## config.mk

```make
export PLATFORM = sky130hd
export DESIGN_NAME = serial_nand_cpu
export DESIGN_NICKNAME = d
export VERILOG_FILES = /design/src/rtl/serial_nand_pkg.sv /design/src/rtl/sn_pc_counter.sv /design/src/rtl/sn_ir_fill.sv /design/src/rtl/sn_nand_alu.sv /design/src/rtl/sn_ctl.sv /design/src/rtl/serial_nand_cpu.sv
export SDC_FILE = /design/constraint.sdc
export NUM_CORES = 1
export LEC_CHECK = 0
export BUFFER_PORTS_ARGS = -buffer_cell sky130_fd_sc_hd__buf_2
export CORE_MARGIN = 8
export CORE_UTILIZATION = 55
export DETAILED_ROUTE_END_ITERATION = 8
export GPL_ROUTABILITY_DRIVEN = 0
export HOLD_SLACK_MARGIN = 0.08
export PLACE_DENSITY_LB_ADDON = 0.1
export SYNTH_ARGS = -nofsm -noshare
export SYNTH_HDL_FRONTEND = slang
export SYNTH_HIERARCHICAL = 1
export SYNTH_SLANG_ARGS = --single-unit
```

## constraint.sdc

```tcl
create_clock -name clk -period 2.5 [get_ports clk]
set_input_delay 0.25 -clock clk [delete_from_list [all_inputs] [get_ports clk]]
set_output_delay 0.25 -clock clk [all_outputs]
set_load 0.05 [all_outputs]
```

## src/rtl/serial_nand_pkg.sv

```systemverilog
package serial_nand_pkg;

    typedef enum logic [2:0] {
        ST_FETCH_REQ = 3'd0,
        ST_FETCH_CAP = 3'd1,
        ST_LOAD_REQ  = 3'd2,
        ST_LOAD_CAP  = 3'd3,
        ST_STORE     = 3'd4,
        ST_HALTED    = 3'd5
    } sn_state_t;

    typedef enum logic [1:0] {
        PH_LOAD_A = 2'd0,
        PH_LOAD_B = 2'd1,
        PH_STORE  = 2'd2
    } sn_phase_t;

endpackage

```

## src/rtl/sn_pc_counter.sv

```systemverilog
module sn_pc_counter #(
    parameter int ADDR_W = 8
) (
    input  logic              clk,
    input  logic              rst,
    input  logic              inc,
    output logic [ADDR_W-1:0] pc
);
    // Free-running incrementer: overflow wraps to zero.
    always_ff @(posedge clk) begin
        if (rst) begin
            pc <= '0;
        end else if (inc) begin
            pc <= pc + ADDR_W'(1);
        end
    end
endmodule

```

## src/rtl/sn_ir_fill.sv

```systemverilog
module sn_ir_fill #(
    parameter int ADDR_W = 8
) (
    input  logic              clk,
    input  logic              rst,
    input  logic              shift_en,
    input  logic              clr,
    input  logic              bit_in,
    output logic [ADDR_W-1:0] ir,
    output logic              last_bit,
    output logic              empty
);
    localparam int CNT_W = $clog2(ADDR_W + 1);
    localparam logic [CNT_W-1:0] LAST_IDX = CNT_W'(ADDR_W - 1);

    logic [CNT_W-1:0] fill_cnt;

    // MSB-first assembly: the oldest bit ends up in the top position.
    always_ff @(posedge clk) begin
        if (rst) begin
            ir       <= '0;
            fill_cnt <= '0;
        end else if (shift_en) begin
            ir       <= {ir[ADDR_W-2:0], bit_in};
            fill_cnt <= fill_cnt + CNT_W'(1);
        end else if (clr) begin
            fill_cnt <= '0;
        end
    end

    assign last_bit = (fill_cnt == LAST_IDX);
    assign empty    = (fill_cnt == '0);
endmodule

```

## src/rtl/sn_nand_alu.sv

```systemverilog
module sn_nand_alu (
    input  logic clk,
    input  logic rst,
    input  logic cap_a,
    input  logic cap_b,
    input  logic bit_in,
    output logic result
);
    logic op_a;
    logic op_b;

    always_ff @(posedge clk) begin
        if (rst) begin
            op_a <= 1'b0;
            op_b <= 1'b0;
        end else begin
            if (cap_a) op_a <= bit_in;
            if (cap_b) op_b <= bit_in;
        end
    end

    assign result = ~(op_a & op_b);
endmodule

```

## src/rtl/sn_ctl.sv

```systemverilog
module sn_ctl
    import serial_nand_pkg::*;
#(
    parameter int                ADDR_W    = 8,
    parameter logic [ADDR_W-1:0] STOP_ADDR = '1
) (
    input  logic              clk,
    input  logic              rst,
    input  logic              halt_req,
    input  logic              ir_last,
    input  logic              ir_empty,
    input  logic [ADDR_W-1:0] ir,
    input  logic              nand_bit,
    output logic              pc_inc,
    output logic              shift_en,
    output logic              ir_clr,
    output logic              cap_a,
    output logic              cap_b,
    output logic              sel_ir,
    output logic              mem_we,
    output logic              halted
);
    sn_state_t state, state_n;
    sn_phase_t phase, phase_n;
    logic      stop_hit;

    // Stop-address decoder: a zero written to the stop cell.
    assign stop_hit = (ir == STOP_ADDR) && !nand_bit;

    // State register
    always_ff @(posedge clk) begin
        if (rst) begin
            state <= ST_FETCH_REQ;
            phase <= PH_LOAD_A;
        end else begin
            state <= state_n;
            phase <= phase_n;
        end
    end

    // Next-state logic
    always_comb begin
        state_n = state;
        phase_n = phase;
        unique case (state)
            ST_FETCH_REQ: begin
                if (halt_req && ir_empty) state_n = ST_HALTED;
                else                      state_n = ST_FETCH_CAP;
            end
            ST_FETCH_CAP: begin
                if (!ir_last)               state_n = ST_FETCH_REQ;
                else if (phase == PH_STORE) state_n = ST_STORE;
                else                        state_n = ST_LOAD_REQ;
            end
            ST_LOAD_REQ: state_n = ST_LOAD_CAP;
            ST_LOAD_CAP: begin
                state_n = ST_FETCH_REQ;
                phase_n = (phase == PH_LOAD_A) ? PH_LOAD_B : PH_STORE;
            end
            ST_STORE: begin
                state_n = stop_hit ? ST_HALTED : ST_FETCH_REQ;
                phase_n = PH_LOAD_A;
            end
            ST_HALTED: state_n = ST_HALTED;
            default:   state_n = ST_FETCH_REQ;
        endcase
    end

    // Output decode
    always_comb begin
        pc_inc   = 1'b0;
        shift_en = 1'b0;
        ir_clr   = 1'b0;
        cap_a    = 1'b0;
        cap_b    = 1'b0;
        sel_ir   = 1'b0;
        mem_we   = 1'b0;
        halted   = 1'b0;
        unique case (state)
            ST_FETCH_REQ: ;
            ST_FETCH_CAP: begin
                shift_en = 1'b1;
                pc_inc   = 1'b1;
            end
            ST_LOAD_REQ: sel_ir = 1'b1;
            ST_LOAD_CAP: begin
                sel_ir = 1'b1;
                ir_clr = 1'b1;
                cap_a  = (phase == PH_LOAD_A);
                cap_b  = (phase == PH_LOAD_B);
            end
            ST_STORE: begin
                sel_ir = 1'b1;
                ir_clr = 1'b1;
                mem_we = 1'b1;
            end
            ST_HALTED: halted = 1'b1;
            default: ;
        endcase
    end
endmodule

```

## src/rtl/serial_nand_cpu.sv

```systemverilog
module serial_nand_cpu #(
    parameter int                ADDR_W    = 8,
    parameter logic [ADDR_W-1:0] STOP_ADDR = '1
) (
    input  logic              clk,
    input  logic              rst,
    input  logic              halt_req,
    output logic [ADDR_W-1:0] mem_addr,
    input  logic              mem_rdata,
    output logic              mem_we,
    output logic              mem_wdata,
    output logic              halted
);
    logic [ADDR_W-1:0] pc_q;
    logic [ADDR_W-1:0] ir_q;
    logic pc_inc, shift_en, ir_clr, cap_a, cap_b, sel_ir;
    logic ir_last, ir_empty, nand_bit;

    sn_pc_counter #(.ADDR_W(ADDR_W)) u_pc (
        .clk(clk), .rst(rst), .inc(pc_inc), .pc(pc_q)
    );

    sn_ir_fill #(.ADDR_W(ADDR_W)) u_ir (
        .clk(clk), .rst(rst), .shift_en(shift_en), .clr(ir_clr),
        .bit_in(mem_rdata), .ir(ir_q), .last_bit(ir_last), .empty(ir_empty)
    );

    sn_nand_alu u_alu (
        .clk(clk), .rst(rst), .cap_a(cap_a), .cap_b(cap_b),
        .bit_in(mem_rdata), .result(nand_bit)
    );

    sn_ctl #(.ADDR_W(ADDR_W), .STOP_ADDR(STOP_ADDR)) u_ctl (
        .clk(clk), .rst(rst), .halt_req(halt_req),
        .ir_last(ir_last), .ir_empty(ir_empty), .ir(ir_q), .nand_bit(nand_bit),
        .pc_inc(pc_inc), .shift_en(shift_en), .ir_clr(ir_clr),
        .cap_a(cap_a), .cap_b(cap_b), .sel_ir(sel_ir),
        .mem_we(mem_we), .halted(halted)
    );

    // Address multiplexer: fetch uses the PC, execute uses the instruction.
    assign mem_addr  = sel_ir ? ir_q : pc_q;
    assign mem_wdata = nand_bit;
endmodule

```

=== Yosys cells after proc, flatten, opt, wreduce, memory -nomap -nowiden ===
Cells that the tools add are included.
W data, S select, Z words.

* Flip-flop bits (word level): 27
* Bits in latches: 0
* Memory bits (writable): 0
* Memory bits (read-only): 0
* Input port bits: 4
* Output and inout bits: 11
* Logic and storage cells: 46
* Memories: 0

* $add $sub $neg: 2
* Multiply operators: 0
* Divide/modulo/power cells: 0
* $lt $le $gt $ge: 0
* Equality and inequality tests: 9
* Shift-type cells: 0
* Mux-type cells: 17
* Bitwise logic cells: 2
* Reductions and logical operators: 9

{| class="wikitable"
|+ Operator list
! operator !! count
|-
| $pmux W3 S5 || 1
|-
| $mux W3 || 4
|-
| $add A8 B1 Y8 const B || 1
|-
| $eq A8 B8 Y1 const B || 1
|-
| $mux W4 || 2
|-
| $mux W8 || 1
|-
| $mux W1 || 7
|-
| $eq A3 B2 Y1 const B || 2
|-
| $eq A3 B3 Y1 const B || 2
|-
| $add A4 B1 Y4 const B || 1
|-
| $eq A4 B3 Y1 const B || 1
|-
| $logic_not A4 Y1 || 1
|-
| $pmux W2 S2 || 1
|-
| $reduce_bool A2 Y1 || 2
|-
| $eq A3 B1 Y1 const B || 1
|-
| $logic_not A3 Y1 || 1
|-
| $reduce_or A3 Y1 || 1
|-
| $eq A2 B1 Y1 const B || 1
|-
| $eq A2 B2 Y1 const B || 1
|-
| $logic_and A1 B1 Y1 || 2
|-
| $logic_not A2 Y1 || 1
|-
| $mux W2 || 1
|-
| $reduce_or A2 Y1 || 1
|-
| $and A1 B1 Y1 || 1
|-
| $not A1 Y1 || 1
|}

=== Logic depth before layout (Yosys ltp) ===
* Word-level depth: 5
* Depth in mapped cells: 7
* Depth with buffers taken out: 6

=== By module ===
The synthesis kept the hierarchy.

{| class="wikitable"
|+ By module, submodules not included
! module !! times used !! cells an instance !! area an instance (um^2) !! sequential area each (um^2)
|-
| sn_ir_fill || 1 || 54 || 516.7 || 240.2
|-
| sn_pc_counter || 1 || 37 || 339.1 || 160.2
|-
| sn_ctl || 1 || 41 || 321.6 || 100.1
|-
| serial_nand_cpu || 1 || 9 || 131.4 || 0.0
|-
| sn_nand_alu || 1 || 7 || 71.3 || 40.0
|}

=== Worst setup path after synthesis ===
No wires, ideal clock.

* Path kind: flip-flop to output port
* Start: reg u_ctl.state[2]
* End: out mem_addr[0]
* Data arrival time: 1.791 ns
* Required time: 2.250 ns
* Setup slack: 0.459 ns
* Cell stages (with the launch flop): 6
* Path buffers: 1
* Cell sequence: dfxtp_1 > or3b_4 > inv_1 > a21o_1 > buf_6 > mux2_4

* Word-level cells in the longest chain between the ends: 4
* Elaborated cells on any way between the ends: 6
* Those cells by class: eq/ne (3); mux (2); reduce/logical (1)

{| class="wikitable"
|+ Ends and longest elaborated chain
! element !! line !! RTL
|-
| start: declaration || sn_ctl.sv:23 || <nowiki>sn_state_t state, state_n;</nowiki>
|-
| start signal: assignment || sn_ctl.sv:36 || <nowiki>state <= state_n;</nowiki>
|-
| $eq A3 B2 Y1 / $eq A3 B3 Y1 (equally long branches) || sn_ctl.sv:79 || <nowiki>unique case (state)</nowiki>
|-
| $reduce_or A3 Y1 (no line) * || n/a ||
|-
| $mux W1 * || sn_ctl.sv:79 ||
|-
| via sel_ir || serial_nand_cpu.sv:16 || <nowiki>logic pc_inc, shift_en, ir_clr, cap_a, cap_b, sel_ir;</nowiki>
|-
| $mux W8 * || serial_nand_cpu.sv:42 || <nowiki>assign mem_addr = sel_ir ? ir_q : pc_q;</nowiki>
|-
| end: declaration || serial_nand_cpu.sv:8 || <nowiki>output logic [ADDR_W-1:0] mem_addr,</nowiki>
|}

Mark *: on every way through the listed nets, which the timed path passes. The rest lies on a longest branch.

=== Worst setup path in the final report ===
* Start: reg u_ctl.state[2]
* End: out mem_addr[6]

Same word-level chain as after synthesis.

==> impl_metrics.tcl <==
set metrics [dict create \
    die_w_um 66.09 \
    post_dp_cell_area_um2 1446 \
    core-area_um2 2432 \
    rsz0062_at_grt "false" \
    synth_seq_cells 27 \
    gr-usage-all-layers_pct 12.86 \
    worstSetupEndpointType "output pin" \
    avgRoutedWirePerCell_um 13.63 \
    synth.most_common_cell "dfxtp_1" \
    maxCapViolations 0 \
    status "complete, no violations" \
    crit_arrival_ns 2.08 \
    sequentialPowerShare_pct 57.0 \
    hold_ws_ns 0.1929 \
    first_iter_violations 89 \
    drc_errors 0 \
    p_switching_mw 0.2518 \
    drive_gt1_share_pct 22.50 \
    firstDrtPassIters 5 \
    relSlewSlack_pct 67.26 \
    htreeDepth 1 \
    vdd_ir_drop_max_mv 0.3601 \
    cts_tree "built" \
    hold_viol 0 \
    regToRegSetupSlack_ns 0.58 \
    combPwrFrac_pct 20.2 \
    root_buffer "clkbuf_4" \
    initial_utilization_pct 56.74 \
    switching_share_pct 30.44 \
    max_freq_mhz 428.4 \
    cts.sinks 27 \
    clk_latency_ns 0.33 \
    syn_to_final_growth_pct 6.890 \
    synthesis.area_um2 1380 \
    p_int_mw 0.5756 \
    clkTransAtPathRegs_ns 0.15 \
    synth_common_cells "27 x dfxtp_1, 20 x nor2_1, 11 x mux2i_1" \
    p_per_area_nw_per_um2 560.9 \
    antenna_found_initial 0 \
    yosys_warnings 6 \
    num_antenna_cells 0 \
    synth_top_area_share_pct 39.17 \
    cts_buffers 3 \
    die_h_um 66.09 \
    post-dp-hpwl_mm 1.859 \
    fin_nets 168 \
    path_class "flop to output pin" \
    final_area_um2 1475 \
    syn_nets 155 \
    skew_ns 0.01047 \
    ys_seq_area_share_pct 39.17 \
    hold_class "primary input to flop" \
    synth_edf_count 0 \
    vias_per_cell 5.468 \
    final.setup.tns_ns 0 \
    synth_cell_types 37 \
    leakage_nw 0.6236 \
    grt-ovfl-total 0 \
    routed-via-count 1039 \
    cp-start-kind "flop" \
    postCtsHoldBufs 0 \
    avgSynthCellArea_um2 9.325 \
    worst-path-max-fanout 8 \
    ios 15 \
    period_needed_ns 2.334 \
    grt_max_degree 27 \
    grt_pass1_wl_mm 4.526 \
    async_flop_share_pct 0 \
    min_period_over_period_pct 93.37 \
    num_rows 18 \
    dieArea_um2 4368 \
    fillerInstances 219 \
    clockBufferDepth 2 \
    ant_nets 0 \
    worst_slew_pin_slew_ns 0.4911 \
    power.total_mw 0.8274 \
    io_buffers 14 \
    ys_top_cells_by_area "dfxtp_1 39%, mux2_4 8.7%, mux2i_1 8.0%" \
    slew_viol_final 0 \
    clockPowerShare_pct 22.8 \
    synth_ff_type "dfxtp_1" \
    grt_pass1_vias 1033 \
    syn_inst 148 \
    drt_wl_total_mm 2.589 \
    worstPathRequired_ns 2.25 \
    synth_area_leader_cell "dfxtp_1" \
    setup_viol 0 \
]
[sequential cells by signal (all words and copies together), names as in the netlist]
register	count
u_alu/op_a	1
u_alu/op_b	1
u_ctl/state	3
u_pc/pc	8
u_ctl/phase	2
u_ir/ir	8
u_ir/fill_cnt	4
[final timing paths]
kind,to,depth (start not counted),from
worst max-delay path,mem_addr[6],5,u_ctl/state[2]
worst min-delay path,u_ir/ir[0],3,mem_rdata
worst max register to register,u_pc/pc[7],5,u_ctl/state[0]
worst min register to register,u_pc/pc[7],2,u_pc/pc[7]
[area by class of cell]
type                            instances  area, um^2  share of cell area [%]
Tap cell                               30       37.54                   2.545
Inverter                                7       26.28                   1.781
Clock inverter                          1       5.005                  0.3393
Timing Repair Buffer                   15       77.57                   5.259
Multi-Input combinational cell        107       765.7                   51.91
Clock buffer                            3       22.52                   1.527
Sequential cell                        27       540.5                   36.64
[through the flow]
step,setup slack (ns),cells,utilization (%)
after global placement,0.4437,186,59.47
after global routing,0.07357,190,60.65
after floorplan,0.4595,148,-
after CTS,0.007840,190,60.60
final,0.1658,190,60.65
after detailed placement,0.4093,186,59.47
[worst max-delay path, stage by stage (launching register included)]
cell and delay (ns):
dfxtp_1 0.45, or3b_4 0.42, inv_1 0.08, a21o_2 0.26, mux2_4 0.33, buf_2 0.21
[power groups by stage]
stage / combinational (mW) / clock (mW) / sequential (mW)
4_1_cts: 0.169 / 0.200 / 0.472
5_1_grt: 0.182 / 0.217 / 0.476
3_5_place_dp: 0.168 / 0 / 0.481
3_3_place_gp: 0.167 / 0 / 0.481
6_report: 0.167 / 0.189 / 0.472
2_1_floorplan: 0.153 / 0 / 0.476
[per-layer routing]
layer | wire [um] | GRT usage (%)
met3 | 104 | 2.542
met4 | 30 | 6.400
met5 | 0 | 0
met1 | 1173 | 15.51
met2 | 1280 | 21.11
[kinds of logic after synthesis]
kind of cell	count (synthesis)	share of synthesized area (%)
mux	19	16.68
xor+xnor	5	3.173
fa+ha+maj	3	2.720
flops	27	39.17
simple gates	58	23.39
buf+inv	14	5.440
compound gates	22	9.429
[placed cells by master (no fill, tap or decap), drive strengths merged]
| master | Yosys | routed |
|---|---|---|
| and3b | 2 | 2 |
| clkbuf | 1 | 3 |
| nand3 | 5 | 5 |
| a21o | 2 | 2 |
| nand2b | 1 | 1 |
| nor2 | 20 | 20 |
| dfxtp | 27 | 27 |
| nand4b | 1 | 1 |
| xor2 | 4 | 4 |
| mux2 | 8 | 8 |
| or3 | 4 | 4 |
| xnor2 | 1 | 1 |
| clkinv | 0 | 1 |
| nand2 | 8 | 8 |
| or4 | 1 | 1 |
| or3b | 1 | 1 |
| and2 | 1 | 1 |
| nand3b | 1 | 1 |
| or2 | 1 | 1 |
| nor3b | 5 | 5 |
| a21oi | 9 | 9 |
| a31oi | 3 | 3 |
| mux2i | 11 | 11 |
| inv | 7 | 7 |
| nor2b | 2 | 2 |
| buf | 6 | 15 |
| nand4 | 4 | 4 |
| o21ai | 6 | 6 |
| nor3 | 1 | 1 |
| ha | 3 | 3 |
| a211oi | 1 | 1 |
| o21a | 1 | 1 |
[repair_timing]
item	4_1_cts	5_1_grt
gates resized for setup	0	1
endpoints found under the setup margin	0	8
setup buffers	0	0
(Power assumes the default switching activity.)
